==> config.mk <==
export PLATFORM = sky130hd
export DESIGN_NAME = ldpc_bitnode
export DESIGN_NICKNAME = d
export VERILOG_FILES = /design/src/rtl/ldpc_bitnode_pkg.sv /design/src/rtl/ldpc_bitnode_ctrl.sv /design/src/rtl/ldpc_bitnode_dp.sv /design/src/rtl/ldpc_bitnode.sv
export SDC_FILE = /design/constraint.sdc
export NUM_CORES = 1
export LEC_CHECK = 0
export ABC_AREA = 0
export ABC_CLOCK_PERIOD_IN_PS = 12400
export BUFFER_PORTS_ARGS = -buffer_cell sky130_fd_sc_hd__buf_2
export CAP_MARGIN = 15
export CORE_AREA = 5 5 63 122
export DETAILED_ROUTE_END_ITERATION = 16
export DIE_AREA = 0 0 68 127
export PLACE_DENSITY = 0.83
export REMOVE_ABC_BUFFERS = 1
export SYNTH_ARGS = -nofsm -noshare
export SYNTH_HDL_FRONTEND = slang
export SYNTH_SLANG_ARGS = --single-unit
export TNS_END_PERCENT = 5
==> constraint.sdc <==
create_clock -name clk -period 12.4 [get_ports clk]
set_input_delay 0.62 -clock clk [delete_from_list [all_inputs] [get_ports clk]]
set_output_delay 0.62 -clock clk [all_outputs]
set_load 0.05 [all_outputs]
==> src/rtl/ldpc_bitnode_pkg.sv <==
package ldpc_bitnode_pkg;

  // Strobes from the control half to the datapath half.
  typedef struct packed {
    logic capture;  // load the output registers this cycle
    logic maskIn;   // treat incoming check messages as zero
  } bnStrobe_t;

endpackage

==> src/rtl/ldpc_bitnode_ctrl.sv <==
module ldpc_bitnode_ctrl
  import ldpc_bitnode_pkg::*;
(
  input  logic       clk,
  input  logic       rst_n,
  input  logic       inValid,
  input  logic       firstIter,
  output bnStrobe_t  strobe,
  output logic       outValid
);

  always_comb begin
    strobe.capture = inValid;
    strobe.maskIn  = inValid & firstIter;
  end

  always_ff @(posedge clk) begin
    if (!rst_n) begin
      outValid <= 1'b0;
    end else begin
      outValid <= inValid;
    end
  end

endmodule

==> src/rtl/ldpc_bitnode_dp.sv <==
module ldpc_bitnode_dp
  import ldpc_bitnode_pkg::*;
#(
  parameter int DEG = 5,
  parameter int MW  = 5
) (
  input  logic              clk,
  input  logic              rst_n,
  input  bnStrobe_t         strobe,
  input  logic [MW-1:0]     chanLlr,
  input  logic [DEG*MW-1:0] c2vMsg,
  output logic [DEG*MW-1:0] v2cMsg,
  output logic              hardBit
);

  // Full width: room for DEG+1 addends plus one bit for the subtraction.
  localparam int TW = MW + $clog2(DEG + 1) + 1;
  localparam logic signed [TW-1:0] SAT_HI = TW'((2 ** (MW - 1)) - 1);
  localparam logic signed [TW-1:0] SAT_LO = -SAT_HI - TW'(1);

  function automatic logic signed [TW-1:0] widen(input logic [MW-1:0] v);
    return {{(TW - MW){v[MW-1]}}, v};
  endfunction

  function automatic logic [MW-1:0] clampMsg(input logic signed [TW-1:0] v);
    logic signed [TW-1:0] r;
    if (v > SAT_HI)      r = SAT_HI;
    else if (v < SAT_LO) r = SAT_LO;
    else                 r = v;
    return r[MW-1:0];
  endfunction

  logic signed [TW-1:0] effIn [DEG];
  logic signed [TW-1:0] total;
  logic [MW-1:0]        extNext [DEG];

  // Zero the incoming edges on a first-iteration strobe.
  genvar g;
  generate
    for (g = 0; g < DEG; g++) begin : g_in
      always_comb begin
        if (strobe.maskIn) effIn[g] = '0;
        else               effIn[g] = widen(c2vMsg[g*MW +: MW]);
      end
    end
  endgenerate

  // One shared total over the channel value and all edges.
  always_comb begin
    total = widen(chanLlr);
    for (int i = 0; i < DEG; i++) begin
      total = total + effIn[i];
    end
  end

  // Each edge removes its own contribution, then saturates.
  generate
    for (g = 0; g < DEG; g++) begin : g_ext
      always_comb begin
        extNext[g] = clampMsg(total - effIn[g]);
      end

      always_ff @(posedge clk) begin
        if (!rst_n) begin
          v2cMsg[g*MW +: MW] <= '0;
        end else if (strobe.capture) begin
          v2cMsg[g*MW +: MW] <= extNext[g];
        end
      end
    end
  endgenerate

  always_ff @(posedge clk) begin
    if (!rst_n) begin
      hardBit <= 1'b0;
    end else if (strobe.capture) begin
      hardBit <= total[TW-1];
    end
  end

endmodule

==> src/rtl/ldpc_bitnode.sv <==
module ldpc_bitnode
  import ldpc_bitnode_pkg::*;
#(
  parameter int DEG = 5,
  parameter int MW  = 5
) (
  input  logic              clk,
  input  logic              rst_n,
  input  logic              inValid,
  input  logic              firstIter,
  input  logic [MW-1:0]     chanLlr,
  input  logic [DEG*MW-1:0] c2vMsg,
  output logic              outValid,
  output logic [DEG*MW-1:0] v2cMsg,
  output logic              hardBit
);

  bnStrobe_t strobe;

  ldpc_bitnode_ctrl ctrl_i (
    .clk      (clk),
    .rst_n    (rst_n),
    .inValid  (inValid),
    .firstIter(firstIter),
    .strobe   (strobe),
    .outValid (outValid)
  );

  ldpc_bitnode_dp #(.DEG(DEG), .MW(MW)) dp_i (
    .clk    (clk),
    .rst_n  (rst_n),
    .strobe (strobe),
    .chanLlr(chanLlr),
    .c2vMsg (c2vMsg),
    .v2cMsg (v2cMsg),
    .hardBit(hardBit)
  );

endmodule

# After elaboration in Yosys (flattened, before gate mapping)

Cells that the tools add are included.

$add $sub $neg: 10
Bitwise operators: 1
Multiplexer cells: 15
Magnitude comparators: 10

Operator list:

| operator                                                                      | count |
|---|---|
| 5-bit two-way mux                                                             | 10 |
| 9-bit by 5-bit > comparator with 1-bit output (second input constant)         | 5 |
| 9-bit by 5-bit less-than comparator with 1-bit output (second input constant) | 5 |
| 9-bit two-way mux                                                             | 5 |
| 9-bit subtractor                                                              | 5 |
| 9-bit adder                                                                   | 4 |
| 5-bit by 9-bit adder with 9-bit output                                        | 1 |
| 1-bit bitwise AND                                                             | 1 |

Register bits: 27
Output and inout bits: 27
Logic and storage cells: 43

# Longest topological paths before layout

Gate-level depths: netlist of run 1.

Depth after elaboration: 11
Gate-level depth with buffers: 26
Gate-level depth less buffers: 24

# By module

From an unflattened synthesis of run 1, not the netlist that was laid out.

Cell total of the unflattened synthesis: 502
Area, all modules: 4088.9 um^2

Modules (own cells, without submodules):

| module            | seq. area each (um^2) | area an instance (um^2) | instances | cells an instance |
|---|---|---|---|---|
| ldpc_bitnode_dp   | 520.5                 | 4048.9                  | 1         | 498 |
| ldpc_bitnode_ctrl | 20.0                  | 40.0                    | 1         | 4 |

# Least setup slack after synthesis of run 1

OpenSTA, ideal clock, no wires.

Path kind: input port to flip-flop
From: in firstIter
To: reg dp_i.v2cMsg[15]
Slack: 6.439 ns
Stages: 22
Arrival time: 5.842 ns
Setup time: 0.119 ns
Path buffers: 2
Cell sequence: nand2_1 clkbuf_1 clkbuf_1 nand2_1 fa_1 inv_1 fa_1 inv_1 fa_1 inv_1 fa_1 a21oi_1 o21ai_1 nor2b_1 ha_1 or2_2 o31ai_1 a21oi_1 xor2_1 a2111oi_0 o21ai_1 o221a_1

Cells in the longest elaborated chain, start to end: 11
Elaborated cells on any way between the ends: 16
Classes of those cells: add/sub: 6; order compare: 2; mux: 7; bitwise: 1

Ends and longest elaborated chain:

| item                                                  | RTL line                | text |
|---|---|---|
| from (decl)                                           | ldpc_bitnode.sv:10      | `input logic firstIter,` |
| 1-bit bitwise AND *                                   | ldpc_bitnode_ctrl.sv:14 | `strobe.maskIn = inValid & firstIter;` |
| 9-bit two-way mux                                     | ldpc_bitnode_dp.sv:42   | `if (strobe.maskIn) effIn[g] = '0;` |
| 5-bit by 9-bit adder with 9-bit output                | ldpc_bitnode_dp.sv:52   | `total = total + effIn[i];` |
| 9-bit adder (4 in series)                             | ldpc_bitnode_dp.sv:52   |  |
| 9-bit subtractor *                                    | ldpc_bitnode_dp.sv:60   | `extNext[g] = clampMsg(total - effIn[g]);` |
| 9-bit by 5-bit less-than comparator with 1-bit output | ldpc_bitnode_dp.sv:28   | `else if (v < SAT_LO) r = SAT_LO;` |
| 5-bit two-way mux                                     | ldpc_bitnode_dp.sv:28   |  |
| 5-bit two-way mux *                                   | ldpc_bitnode_dp.sv:27   | `if (v > SAT_HI) r = SAT_HI;` |
| to (signal, indexed assignment)                       | ldpc_bitnode_dp.sv:67   | `v2cMsg[g*MW +: MW] <= extNext[g];` |
| to (decl)                                             | ldpc_bitnode_dp.sv:12   | `output logic [DEG*MW-1:0] v2cMsg,` |

Mark *: on every way between the ends. The rest lies on a longest branch, timed or not.
A chain may end at the register's enable or synchronous reset.

# Worst setup path in the final report of run 1

From: in inValid
To: reg dp_i.v2cMsg[23]

Cells in the longest elaborated chain, start to end: 11
Elaborated cells on any way between the ends: 16
Classes of those cells: add/sub: 6; order compare: 2; mux: 7; bitwise: 1

Ends and longest elaborated chain:

| item                                                  | RTL line                | text |
|---|---|---|
| from (decl)                                           | ldpc_bitnode.sv:9       | `input logic inValid,` |
| 1-bit bitwise AND                                     | ldpc_bitnode_ctrl.sv:14 |  |
| 9-bit two-way mux                                     | ldpc_bitnode_dp.sv:42   |  |
| 5-bit by 9-bit adder with 9-bit output                | ldpc_bitnode_dp.sv:52   |  |
| 9-bit adder (4 in series)                             | ldpc_bitnode_dp.sv:52   |  |
| 9-bit subtractor                                      | ldpc_bitnode_dp.sv:60   |  |
| 9-bit by 5-bit less-than comparator with 1-bit output | ldpc_bitnode_dp.sv:28   |  |
| 5-bit two-way mux                                     | ldpc_bitnode_dp.sv:28   |  |
| 5-bit two-way mux                                     | ldpc_bitnode_dp.sv:27   |  |

Parallel ways exist; a longest one is shown, timed or not.

==> impl_results.rst, run 1 <==
.. list-table::
   :header-rows: 1

   * - Metric
     - Value
   * - Status
     - finished clean
   * - Min-Delay Path Class
     - reg -> reg
   * - Category of the worst setup path launch point
     - primary input
   * - Antenna violations before repair
     - 0
   * - Synth Warn #
     - 0
   * - TritonCTS clock tree
     - yes
   * - Std cell rows
     - 42
   * - Post-synth top flop
     - sky130_fd_sc_hd__dfxtp_1
   * - Initial Utilization
     - 59.1%
   * - Commonest non-fill, non-tap cell in the layout
     - sky130_fd_sc_hd__inv_1
   * - Total Routed Length
     - 10.4 mm
   * - Count of flip-flops with a built-in enable after synthesis
     - 0
   * - Cell area after technology mapping
     - 3880 µm²
   * - Req. time, crit path
     - 12,560 ps
   * - Via density
     - 5.84
   * - Signed area change from the synthesized netlist to the final layout
     - 11.7%
   * - Worst-Skew Late Latency
     - 270 ps
   * - Setup-failing EPs final
     - 0
   * - Filler instances
     - 576
   * - CTS Sinks
     - 27
   * - ANT nets after route
     - 0
   * - Clock Pin Slew Worst Setup and Hold Paths
     - 70 ps
   * - Normalized max-slew margin
     - 38.9%
   * - Path type of the worst setup path
     - in -> reg
   * - Core area
     - 6570 µm²
   * - Share of flip-flops with an asynchronous set or reset after synthesis
     - 0%
   * - Overall global routing resource usage
     - 25.8%
   * - Diode insertion count for antenna repair
     - 0
   * - Number of max-cap violations
     - 0
   * - Post-detailed-placement half-perimeter wirelength
     - 8.58 mm
   * - Fraction of layout cells with a size suffix above 1
     - 14.5%
   * - Crit path max fanout
     - 30
   * - Total Die Area
     - 8640 µm²
   * - CTS Hold Buffers Added
     - 0
   * - Synth unique cells
     - 58
   * - Fin nets
     - 647
   * - Count of unresolved DRC violations after routing
     - 0
   * - Maximum number of pins on one net before global-route repair
     - 31
   * - Share of the yosys chip area belonging to registers
     - 13.9%
   * - Overall via count from detail_route
     - 3,661
   * - Transition time at the pin with the least slew margin
     - 915 ps
   * - Worst Path Arrival
     - 7180 ps
   * - Worst Clk Skew
     - 0 ps
   * - H-tree Lvls
     - 1
   * - Number of iterations in the first detailed-routing pass
     - 4
   * - Vias in the first global route
     - 3,873
   * - Final critical-path required period
     - 7010 ps
   * - Port bufs
     - 60
   * - Final setup TNS
     - 0 ps
   * - Clock buffers created by TritonCTS
     - 3
   * - Post-CTS Setup Repair Bufs
     - 0
   * - DIE HEIGHT
     - 127 µm
   * - Width of the die
     - 68 µm
   * - Total grt overflow
     - 0
   * - First-pass GRT wire length
     - 17.4 mm
   * - Max Slew Vio Count
     - 0
   * - Number of top-level pins
     - 61
   * - Critical path endpoint category
     - register
   * - Post-CTS sizing
     - 0
   * - Final weighted congestion of routability-driven global placement
     - 0.902
   * - Total count of hold-check failures in the final report
     - 0
   * - Synth Area per Inst
     - 8.01 µm²
   * - Avg WL per Cell
     - 16.6 µm
   * - Number of register bits inferred by synthesis
     - 27
   * - Unrepaired setup endpoints after global routing
     - no
   * - Clock Root Buffer
     - sky130_fd_sc_hd__clkbuf_16
   * - Post-Synthesis Cells
     - 485
   * - Highest achievable clock rate
     - 0.143 GHz
   * - Final critical-path share of the clock period
     - 56.6%
   * - DR iter-0 viols
     - 204
   * - Leading cell types in the layout, fill and taps excluded
     - 65 x sky130_fd_sc_hd__inv_1, 60 x sky130_fd_sc_hd__buf_2, 48 x sky130_fd_sc_hd__ha_1, 38 x sky130_fd_sc_hd__nor2_1, 35 x sky130_fd_sc_hd__nand2_1
   * - Max Root-Sink Buffers
     - 2
-- critical path, cell delays in order --
cell	delay, ps
sky130_fd_sc_hd__buf_2	420
sky130_fd_sc_hd__nand2_1	690
sky130_fd_sc_hd__nand2_1	480
sky130_fd_sc_hd__inv_1	110
sky130_fd_sc_hd__fa_1	610
sky130_fd_sc_hd__inv_1	70
sky130_fd_sc_hd__fa_1	540
sky130_fd_sc_hd__inv_1	80
sky130_fd_sc_hd__fa_1	470
sky130_fd_sc_hd__ha_1	330
sky130_fd_sc_hd__inv_1	60
sky130_fd_sc_hd__o21bai_1	150
sky130_fd_sc_hd__a21oi_1	100
sky130_fd_sc_hd__xnor2_1	570
sky130_fd_sc_hd__ha_1	400
sky130_fd_sc_hd__inv_1	130
sky130_fd_sc_hd__nor3_1	80
sky130_fd_sc_hd__a31oi_1	130
sky130_fd_sc_hd__o21ai_0	110
sky130_fd_sc_hd__a311o_1	330
sky130_fd_sc_hd__o41ai_2	420
sky130_fd_sc_hd__and2_1	200
sky130_fd_sc_hd__a21oi_1	70
-- kinds of logic (layout without fill, tap and decap cells) --
kind of cell,count (synthesis),after routing,share of synthesized area [%]
AOI/OAI and AO/OA,128,128,23.8
muxes,1,1,0.258
DFF,27,27,13.9
and+or+nand+nor,149,149,19.2
adders and majority gates,73,73,28.4
buffers and inverters,75,129,7.28
xor gates and xnor gates,32,32,7.22
-- state kept, by name (all words and copies together), names as in the netlist --
register         cells
dp_i.v2cMsg         25
ctrl_i.outValid      1
dp_i.hardBit         1
-- metal layers --
layer / GRT usage, % / vias up / wire length (µm)
met5: 0 / - / 0
met4: 15.6 / 0 / 618
met1: 26.6 / 1718 / 3760
met3: 3.25 / 48 / 438
li1: - / 1787 / -
met2: 46.6 / 108 / 5580
-- area by class of cell --
class | instances | area (µm²) | area share, %
multi-input combinational | 383 | 3060 | 70.6
sequential | 27 | 541 | 12.5
clock buffer | 3 | 75.1 | 1.73
tap | 88 | 110 | 2.54
timing repair buffer | 60 | 300 | 6.92
clock inverter | 1 | 7.51 | 0.173
inverter | 65 | 244 | 5.62
-- final timing paths --
path,cells past startpoint,to,slack [ps],start
max reg2reg,2,dp_i.v2cMsg[9]$_SDFFE_PN0P_,11700,dp_i.v2cMsg[9]$_SDFFE_PN0P_
max,23,dp_i.v2cMsg[23]$_SDFFE_PN0P_,5390,inValid
min,2,dp_i.v2cMsg[6]$_SDFFE_PN0P_,480,dp_i.v2cMsg[6]$_SDFFE_PN0P_
min reg2reg,2,dp_i.v2cMsg[6]$_SDFFE_PN0P_,480,dp_i.v2cMsg[6]$_SDFFE_PN0P_
-- through the flow --
stage | worst slack [ps] | cells | instance area [µm²] | util (%) | hold WS (ps)
floorplan | 6690 | 475 | 3840 | - | 695
global placement | 5430 | 623 | 4260 | 64.8 | 464
detailed placement | 5150 | 623 | 4260 | 64.8 | 473
CTS | 5390 | 627 | 4340 | 66.0 | 483
global route | 4910 | 627 | 4340 | 66.0 | 499
finish | 5390 | 627 | 4340 | 66.0 | 478
-- cell usage after synthesis, types with 3 or more instances --
cell type / count / area, µm²
sky130_fd_sc_hd__inv_1: 65 / 244
sky130_fd_sc_hd__ha_1: 48 / 601
sky130_fd_sc_hd__nor2_1: 38 / 143
sky130_fd_sc_hd__nand2_1: 35 / 131
sky130_fd_sc_hd__a21oi_1: 29 / 145
sky130_fd_sc_hd__dfxtp_1: 27 / 541
sky130_fd_sc_hd__fa_1: 25 / 500
sky130_fd_sc_hd__xnor2_1: 25 / 219
sky130_fd_sc_hd__o21ai_0: 23 / 115
sky130_fd_sc_hd__nor2b_1: 19 / 119
sky130_fd_sc_hd__nor3_1: 14 / 70.1
sky130_fd_sc_hd__o21ai_1: 14 / 70.1
sky130_fd_sc_hd__and2_1: 12 / 75.1
sky130_fd_sc_hd__clkbuf_1: 9 / 33.8
sky130_fd_sc_hd__nand2b_1: 9 / 56.3
sky130_fd_sc_hd__o221a_1: 8 / 90.1
sky130_fd_sc_hd__nand3_1: 7 / 35.0
sky130_fd_sc_hd__o21a_1: 7 / 52.6
sky130_fd_sc_hd__xor2_1: 7 / 61.3
sky130_fd_sc_hd__a311oi_1: 4 / 35.0
sky130_fd_sc_hd__o31a_1: 4 / 35.0
sky130_fd_sc_hd__a21boi_0: 3 / 22.5
sky130_fd_sc_hd__a21o_1: 3 / 22.5
sky130_fd_sc_hd__nand3b_1: 3 / 22.5
sky130_fd_sc_hd__o211ai_1: 3 / 22.5
sky130_fd_sc_hd__o31ai_1: 3 / 22.5
sky130_fd_sc_hd__or2_2: 3 / 18.8
Power of run 1 is not shown: default switching activity piles up to over one toggle a cycle in this logic, so the estimate is an artifact.
==> run 2, diff against run 1 <==
- ABC_CLOCK_PERIOD_IN_PS: 12400 -> 6890
- CORE_AREA: 5 5 63 122 -> 5 5 64 123
- DIE_AREA: 0 0 68 127 -> 0 0 69 128
- PLACE_DENSITY: 0.83 -> 0.81
- clock period: 12.4 -> 6.89 ns (I/O delays scaled with it)
==> run 2 against run 1 <==
  * Clock skew unchanged
  * Sequential share of layout area down 0.050 points
  * Utilization down 2.8 points
  * Flip-flop and latch count unchanged
  * Wire length down 0.46%
  * Worst hold slack worse by 2.2 ps
  * Cell count up 0.64%
  * Largest cell class unchanged
==> impl_results.rst, run 2 (synthesis results as in run 1) <==
.. list-table::
   :header-rows: 1

   * - Metric
     - Value
   * - Category of the worst setup path launch point
     - primary input (unchanged)
   * - Min-Delay Path Class
     - reg -> reg (unchanged)
   * - Max Root-Sink Buffers
     - 2 (unchanged)
   * - Vias in the first global route
     - 3,890 (was 3,873)
   * - Non-filler cells in the finished layout
     - 631 (was 627)
   * - Post-CTS sizing
     - 0 (unchanged)
   * - CTS Sinks
     - 27 (unchanged)
   * - Post-Place Worst Slack
     - 583 ps (was 5150 ps)
   * - Logic depth of the worst register-to-register path
     - 2 (unchanged)
   * - Number of top-level pins
     - 61 (unchanged)
   * - Total Routed Length
     - 10.3 mm (was 10.4 mm)
   * - Post-route core utilization
     - 63.2% (was 66.0%)
   * - Avg WL per Cell
     - 16.4 µm (was 16.6 µm)
   * - Transition time at the pin with the least slew margin
     - 813 ps (was 915 ps)
   * - Number of iterations in the first detailed-routing pass
     - 4 (unchanged)
   * - Overall global routing resource usage
     - 24.2% (was 25.8%)
   * - Antenna violations before repair
     - 0 (unchanged)
   * - Maximum number of pins on one net before global-route repair
     - 30 (was 31)
   * - Filler instances
     - 652 (was 576)
   * - Top reg by flops
     - dp_i.v2cMsg (unchanged)
   * - CTS Hold Buffers Added
     - 0 (unchanged)
   * - Total Die Area
     - 8830 µm² (was 8640 µm²)
   * - Total count of hold-check failures in the final report
     - 0 (unchanged)
   * - Final critical-path share of the clock period
     - 88.4%
   * - Fraction of layout cells with a size suffix above 1
     - 14.8% (was 14.5%)
   * - Critical path endpoint category
     - register (unchanged)
   * - DIE HEIGHT
     - 128 µm (was 127 µm)
   * - Crit path max fanout
     - 15 (was 30)
   * - Count of unresolved DRC violations after routing
     - 0 (unchanged)
   * - Final critical-path required period
     - 6090 ps
   * - Unrepaired setup endpoints after global routing
     - no (unchanged)
   * - DRT met1 WL
     - 3.74 mm (was 3.76 mm)
   * - Clock buffers created by TritonCTS
     - 3 (unchanged)
   * - Final setup TNS
     - 0 ps (unchanged)
   * - Commonest non-fill, non-tap cell in the layout
     - sky130_fd_sc_hd__inv_1 (unchanged)
   * - DR iter-0 viols
     - 220 (was 204)
   * - Final weighted congestion of routability-driven global placement
     - 0.898 (was 0.902)
   * - Highest achievable clock rate
     - 0.164 GHz
   * - Worst Hold Path Cells
     - 2 (unchanged)
   * - Setup-failing EPs final
     - 0 (unchanged)
   * - Highest routed layer
     - met4 (unchanged)
   * - First-pass GRT wire length
     - 17.6 mm (was 17.4 mm)
   * - Path type of the worst setup path
     - in -> reg (unchanged)
   * - Top flop regs
     - dp_i.v2cMsg x25, ctrl_i.outValid x1, dp_i.hardBit x1 (unchanged)
   * - Initial Utilization
     - 56.4% (was 59.1%)
   * - Worst Path Arrival
     - 6260 ps (was 7180 ps)
   * - Leading cell types in the layout, fill and taps excluded
     - 65 x sky130_fd_sc_hd__inv_1, 60 x sky130_fd_sc_hd__buf_2, 48 x sky130_fd_sc_hd__ha_1, 38 x sky130_fd_sc_hd__nor2_1, 35 x sky130_fd_sc_hd__nand2_1 (unchanged)
   * - DR WL met2
     - 5.60 mm (was 5.58 mm)
   * - Status
     - finished clean (unchanged)
   * - Overall via count from detail_route
     - 3,690 (was 3,661)
   * - Max Slew Vio Count
     - 0 (unchanged)
   * - Clock Root Buffer
     - sky130_fd_sc_hd__clkbuf_16 (unchanged)
   * - Worst Clk Skew
     - 0 ps (unchanged)
   * - Clock Pin Slew Worst Setup and Hold Paths
     - 70 ps (about the same)
   * - Post-CTS Setup Repair Bufs
     - 0 (unchanged)
   * - Fin nets
     - 649 (was 647)
   * - TritonCTS clock tree
     - yes (unchanged)
   * - Port bufs
     - 60 (unchanged)
   * - Normalized max-slew margin
     - 45.4% (was 38.9%)
   * - Signed area change from the synthesized netlist to the final layout
     - 12.1% (was 11.7%)
   * - Std cell rows
     - 43 (was 42)
   * - Diode insertion count for antenna repair
     - 0 (unchanged)
   * - Number of max-cap violations
     - 0 (unchanged)
   * - H-tree Lvls
     - 1 (unchanged)
   * - Total grt overflow
     - 0 (unchanged)
   * - Post-route worst setup slack
     - 798 ps (was 5390 ps)
   * - Placed cell count
     - 627 (was 623)
   * - Post-detailed-placement half-perimeter wirelength
     - 8.54 mm (was 8.58 mm)
   * - Via density
     - 5.85 (was 5.84)
   * - Worst-Skew Late Latency
     - 280 ps (was 270 ps)
   * - Req. time, crit path
     - 7050 ps (was 12,560 ps)
   * - Width of the die
     - 69 µm (was 68 µm)
   * - ANT nets after route
     - 0 (unchanged)
   * - Flip-flop count of the largest register after layout
     - 25 (unchanged)
   * - Core area
     - 6890 µm² (was 6570 µm²)
   * - Total length of routed met3 wires
     - 493 µm (was 438 µm)
-- run 2: cell count changes in the layout (fill, tap and decap cells not counted) --
cell / delta
sky130_fd_sc_hd__buf_4: +2
-- run 2: per-layer routing --
metal | GRT usage [%] | up-vias
met4 | 14.2 | 0
met2 | 46.0 | 114
li1 | - | 1800
met5 | 0 | -
met3 | 2.67 | 34
met1 | 25.1 | 1742
-- run 2: cell type report --
type                            instances  area, µm²  area share, %
Clock buffer                            3       75.1           1.72
Clock inverter                          1       7.51          0.172
Inverter                               65        244           5.60
Multi-Input combinational cell        383       3060           70.3
Sequential cell                        27        541           12.4
Tap cell                               90        113           2.59
Timing Repair Buffer                   62        315           7.24
-- run 2: critical path: stages --
cell                       delay (ps)
sky130_fd_sc_hd__buf_2            110
sky130_fd_sc_hd__nand2_1          250
sky130_fd_sc_hd__buf_4            300
sky130_fd_sc_hd__nand2_1          220
sky130_fd_sc_hd__inv_1            110
sky130_fd_sc_hd__fa_1             600
sky130_fd_sc_hd__inv_1             70
sky130_fd_sc_hd__fa_1             530
sky130_fd_sc_hd__inv_1             80
sky130_fd_sc_hd__fa_1             490
sky130_fd_sc_hd__ha_1             360
sky130_fd_sc_hd__inv_1             70
sky130_fd_sc_hd__o21bai_1         150
sky130_fd_sc_hd__a21oi_1          100
sky130_fd_sc_hd__xnor2_1          560
sky130_fd_sc_hd__ha_1             390
sky130_fd_sc_hd__inv_1            130
sky130_fd_sc_hd__nor3_1            70
sky130_fd_sc_hd__a31oi_1          130
sky130_fd_sc_hd__o21ai_0          120
sky130_fd_sc_hd__a311o_1          320
sky130_fd_sc_hd__o41ai_2          480
sky130_fd_sc_hd__and2_1           210
sky130_fd_sc_hd__a21oi_1           70
-- run 2: final timing paths --
kind	from	to	slack, ps
worst max register to register	dp_i.v2cMsg[9]$_SDFFE_PN0P_	dp_i.v2cMsg[9]$_SDFFE_PN0P_	6190
worst min-delay path	dp_i.v2cMsg[5]$_SDFFE_PN0P_	dp_i.v2cMsg[5]$_SDFFE_PN0P_	480
worst max-delay path	inValid	dp_i.v2cMsg[22]$_SDFFE_PN0P_	800
worst min register to register	dp_i.v2cMsg[5]$_SDFFE_PN0P_	dp_i.v2cMsg[5]$_SDFFE_PN0P_	480
-- run 2: per-stage QoR --
stage	cell area, µm²	hold WS [ps]
floorplan	3840	434
global placement	4270	459
detailed placement	4270	467
CTS	4360	478
global route	4360	501
finish	4360	475
Power of run 2 is left out for the same reason.
==> run 3, diff against run 2 <==
--- a/config.mk
+++ b/config.mk
@@ -9,8 +9,8 @@
 export ABC_CLOCK_PERIOD_IN_PS = 6890
-export BUFFER_PORTS_ARGS = -buffer_cell sky130_fd_sc_hd__buf_2
 export CAP_MARGIN = 15
-export CORE_AREA = 5 5 64 123
+export CORE_AREA = 5 5 63 122
 export DETAILED_ROUTE_END_ITERATION = 16
-export DIE_AREA = 0 0 69 128
-export PLACE_DENSITY = 0.81
+export DIE_AREA = 0 0 68 127
+export DONT_BUFFER_PORTS = 1
+export PLACE_DENSITY = 0.75
 export REMOVE_ABC_BUFFERS = 1
--- a/constraint.sdc
+++ b/constraint.sdc
@@ -3,2 +3,2 @@
 set_output_delay 0.3445 -clock clk [all_outputs]
-set_load 0.05 [all_outputs]
+set_load 0.1 [all_outputs]
==> run 3 against run 2 <==
  * Design area fell by 6.9%
  * Count of clock-buffer cells in the layout rose by 1
  * Register-to-register slack worse by 680 ps
  * First-iteration DRC count shrank 14%
  * Worst setup slack better by 78 ps
  * Critical path depth down 5
  * Maximum frequency is 1.3% higher
  * Non-clock buffer count fell by 59
==> impl_results.rst, run 3 (synthesis results as in run 1) <==
.. list-table::
   :header-rows: 1

   * - Metric
     - Value
   * - Leading cell types in the layout, fill and taps excluded
     - 65 x sky130_fd_sc_hd__inv_1, 48 x sky130_fd_sc_hd__ha_1, 38 x sky130_fd_sc_hd__nor2_1, 35 x sky130_fd_sc_hd__nand2_1, 29 x sky130_fd_sc_hd__a21oi_1 (was 65 x sky130_fd_sc_hd__inv_1, 60 x sky130_fd_sc_hd__buf_2, 48 x sky130_fd_sc_hd__ha_1, 38 x sky130_fd_sc_hd__nor2_1, 35 x sky130_fd_sc_hd__nand2_1)
   * - Unrepaired setup endpoints after global routing
     - no (unchanged)
   * - Top flop regs
     - dp_i.v2cMsg x25, ctrl_i.outValid x1, dp_i.hardBit x1 (unchanged)
   * - Number of iterations in the first detailed-routing pass
     - 4 (unchanged)
   * - Avg WL per Cell
     - 17.7 µm (was 16.4 µm)
   * - Path type of the worst setup path
     - in -> reg (unchanged)
   * - End of the worst register-to-register path
     - dp_i.v2cMsg[8]$_SDFFE_PN0P_ (was dp_i.v2cMsg[9]$_SDFFE_PN0P_)
   * - DR iter-0 viols
     - 190 (was 220)
   * - Signed area change from the synthesized netlist to the final layout
     - 4.45% (was 12.1%)
   * - Std cell rows
     - 42 (was 43)
   * - Transition time at the pin with the least slew margin
     - 992 ps (was 813 ps)
   * - Via density
     - 6.05 (was 5.85)
   * - DIE HEIGHT
     - 127 µm (was 128 µm)
   * - Flip-flop count of the largest register after layout
     - 25 (unchanged)
   * - Final critical-path required period
     - 6010 ps (was 6090 ps)
   * - Post-route worst setup slack
     - 875 ps (was 798 ps)
   * - First-pass GRT wire length
     - 16.7 mm (was 17.6 mm)
   * - H-tree Lvls
     - 1 (unchanged)
   * - Post-CTS Setup Repair Bufs
     - 0 (unchanged)
   * - Worst Clk Skew
     - 0 ps (unchanged)
   * - CTS Sinks
     - 27 (unchanged)
   * - Overall via count from detail_route
     - 3,449 (was 3,690)
   * - Critical path endpoint category
     - register (unchanged)
   * - Total grt overflow
     - 0 (unchanged)
   * - Destination of the critical timing path
     - dp_i.v2cMsg[15]$_SDFFE_PN0P_ (was dp_i.v2cMsg[22]$_SDFFE_PN0P_)
   * - Total Routed Length
     - 10.1 mm (was 10.3 mm)
   * - Status
     - finished clean (unchanged)
   * - Width of the die
     - 68 µm (was 69 µm)
   * - Worst-Skew Late Latency
     - 270 ps (was 280 ps)
   * - Clock buffers created by TritonCTS
     - 3 (unchanged)
   * - Max Slew Vio Count
     - 0 (unchanged)
   * - Category of the worst setup path launch point
     - primary input (unchanged)
   * - Final setup TNS
     - 0 ps (unchanged)
   * - Port bufs
     - 0 (was 60)
   * - Diode insertion count for antenna repair
     - 0 (unchanged)
   * - Core area
     - 6570 µm² (was 6890 µm²)
   * - Final weighted congestion of routability-driven global placement
     - 0.935 (was 0.898)
   * - Total Die Area
     - 8640 µm² (was 8830 µm²)
   * - Logic depth of the worst register-to-register path
     - 2 (unchanged)
   * - CTS Hold Buffers Added
     - 0 (unchanged)
   * - Fin nets
     - 590 (was 649)
   * - Initial Utilization
     - 59.1% (was 56.4%)
   * - Clock Pin Slew Worst Setup and Hold Paths
     - 70 ps (about the same)
   * - Min-Delay Path Class
     - in -> reg (was reg -> reg)
   * - Total count of hold-check failures in the final report
     - 0 (unchanged)
   * - Req. time, crit path
     - 7050 ps (about the same)
   * - Post-Place Worst Slack
     - 651 ps (was 583 ps)
   * - Highest achievable clock rate
     - 0.166 GHz (was 0.164 GHz)
   * - Antenna violations before repair
     - 0 (unchanged)
   * - Final critical-path share of the clock period
     - 87.3% (was 88.4%)
   * - ANT nets after route
     - 0 (unchanged)
   * - Crit path max fanout
     - 30 (was 15)
   * - Vias in the first global route
     - 3,658 (was 3,890)
   * - TritonCTS clock tree
     - yes (unchanged)
   * - Setup-failing EPs final
     - 0 (unchanged)
   * - Commonest non-fill, non-tap cell in the layout
     - sky130_fd_sc_hd__inv_1 (unchanged)
   * - Start point of the critical path
     - inValid (unchanged)
   * - Post-CTS sizing
     - 0 (unchanged)
   * - Normalized max-slew margin
     - 33.8% (was 45.4%)
   * - Number of max-cap violations
     - 0 (unchanged)
   * - Count of unresolved DRC violations after routing
     - 0 (unchanged)
   * - Max Root-Sink Buffers
     - 2 (unchanged)
   * - Top reg by flops
     - dp_i.v2cMsg (unchanged)
   * - FF-to-FF setup slack
     - 5510 ps (was 6190 ps)
   * - Maximum number of pins on one net before global-route repair
     - 31 (was 30)
   * - Post-detailed-placement half-perimeter wirelength
     - 8.40 mm (was 8.54 mm)
   * - Post-route core utilization
     - 61.8% (was 63.2%)
   * - Number of top-level pins
     - 61 (unchanged)
   * - Clock Root Buffer
     - sky130_fd_sc_hd__clkbuf_16 (unchanged)
   * - Startpoint of the lowest-slack register-to-register path
     - dp_i.v2cMsg[8]$_SDFFE_PN0P_ (was dp_i.v2cMsg[9]$_SDFFE_PN0P_)
   * - Overall global routing resource usage
     - 25.0% (was 24.2%)
   * - Fraction of layout cells with a size suffix above 1
     - 4.15% (was 14.8%)
   * - Worst Path Arrival
     - 6170 ps (was 6260 ps)
-- run 3: cell count changes in the layout (fill, tap and decap cells not counted) --
cell and delta:
sky130_fd_sc_hd__clkbuf_1 +1, sky130_fd_sc_hd__buf_2 -60, sky130_fd_sc_hd__clkinvlp_4 -1, sky130_fd_sc_hd__buf_4 +1
-- run 3: worst min-delay path by stage --
stage | start | slack (ps) | endpoint | cells past startpoint
floorplan | inValid | 430 | dp_i.v2cMsg[12]$_SDFFE_PN0P_ | 1
global placement | inValid | 440 | dp_i.v2cMsg[12]$_SDFFE_PN0P_ | 1
detailed placement | inValid | 450 | dp_i.v2cMsg[12]$_SDFFE_PN0P_ | 1
CTS | inValid | 160 | dp_i.v2cMsg[12]$_SDFFE_PN0P_ | 1
global route | inValid | 160 | dp_i.v2cMsg[7]$_SDFFE_PN0P_ | 1
finish | inValid | 170 | dp_i.v2cMsg[7]$_SDFFE_PN0P_ | 1
-- run 3: per-layer routing --
| layer | vias to the layer above | share of wire [%] | track usage, % |
|---|---|---|---|
| met5 | - | 0 | 0 |
| met1 | 1604 | 36 | 26.4 |
| li1 | 1671 | - | - |
| met3 | 45 | 4.9 | 2.81 |
| met4 | 0 | 6.7 | 18.1 |
| met2 | 129 | 52 | 43.3 |
-- run 3: layout make-up --
type                       instances  area, µm²
inverter                          65        244
fill                             603       2510
clock buffer                       4       78.8
tap                               88        110
sequential                        27        541
timing repair buffer               3       22.5
multi-input combinational        383       3060
-- run 3: worst max-delay path, stage by stage --
cell and delay, ps:
sky130_fd_sc_hd__nand2_1 610, sky130_fd_sc_hd__nand2_1 220, sky130_fd_sc_hd__fa_1 540, sky130_fd_sc_hd__inv_1 50, sky130_fd_sc_hd__fa_1 520, sky130_fd_sc_hd__fa_1 510, sky130_fd_sc_hd__ha_1 240, sky130_fd_sc_hd__fa_1 410
sky130_fd_sc_hd__a21oi_1 200, sky130_fd_sc_hd__o21ai_1 150, sky130_fd_sc_hd__nor2b_1 460, sky130_fd_sc_hd__ha_1 390, sky130_fd_sc_hd__or2_2 330, sky130_fd_sc_hd__o31ai_1 70, sky130_fd_sc_hd__a21oi_1 80, sky130_fd_sc_hd__xor2_1 160
sky130_fd_sc_hd__a2111oi_0 400, sky130_fd_sc_hd__o21ai_1 200, sky130_fd_sc_hd__o221a_1 270
-- run 3: per-stage QoR --
stage | cells | cell area (µm²) | hold slack [ps]
finish | 570 | 4060 | 174
floorplan | 475 | 3840 | 434
global route | 570 | 4060 | 163
global placement | 566 | 3980 | 442
CTS | 570 | 4060 | 164
detailed placement | 566 | 3980 | 446
Power of run 3 is left out for the same reason.
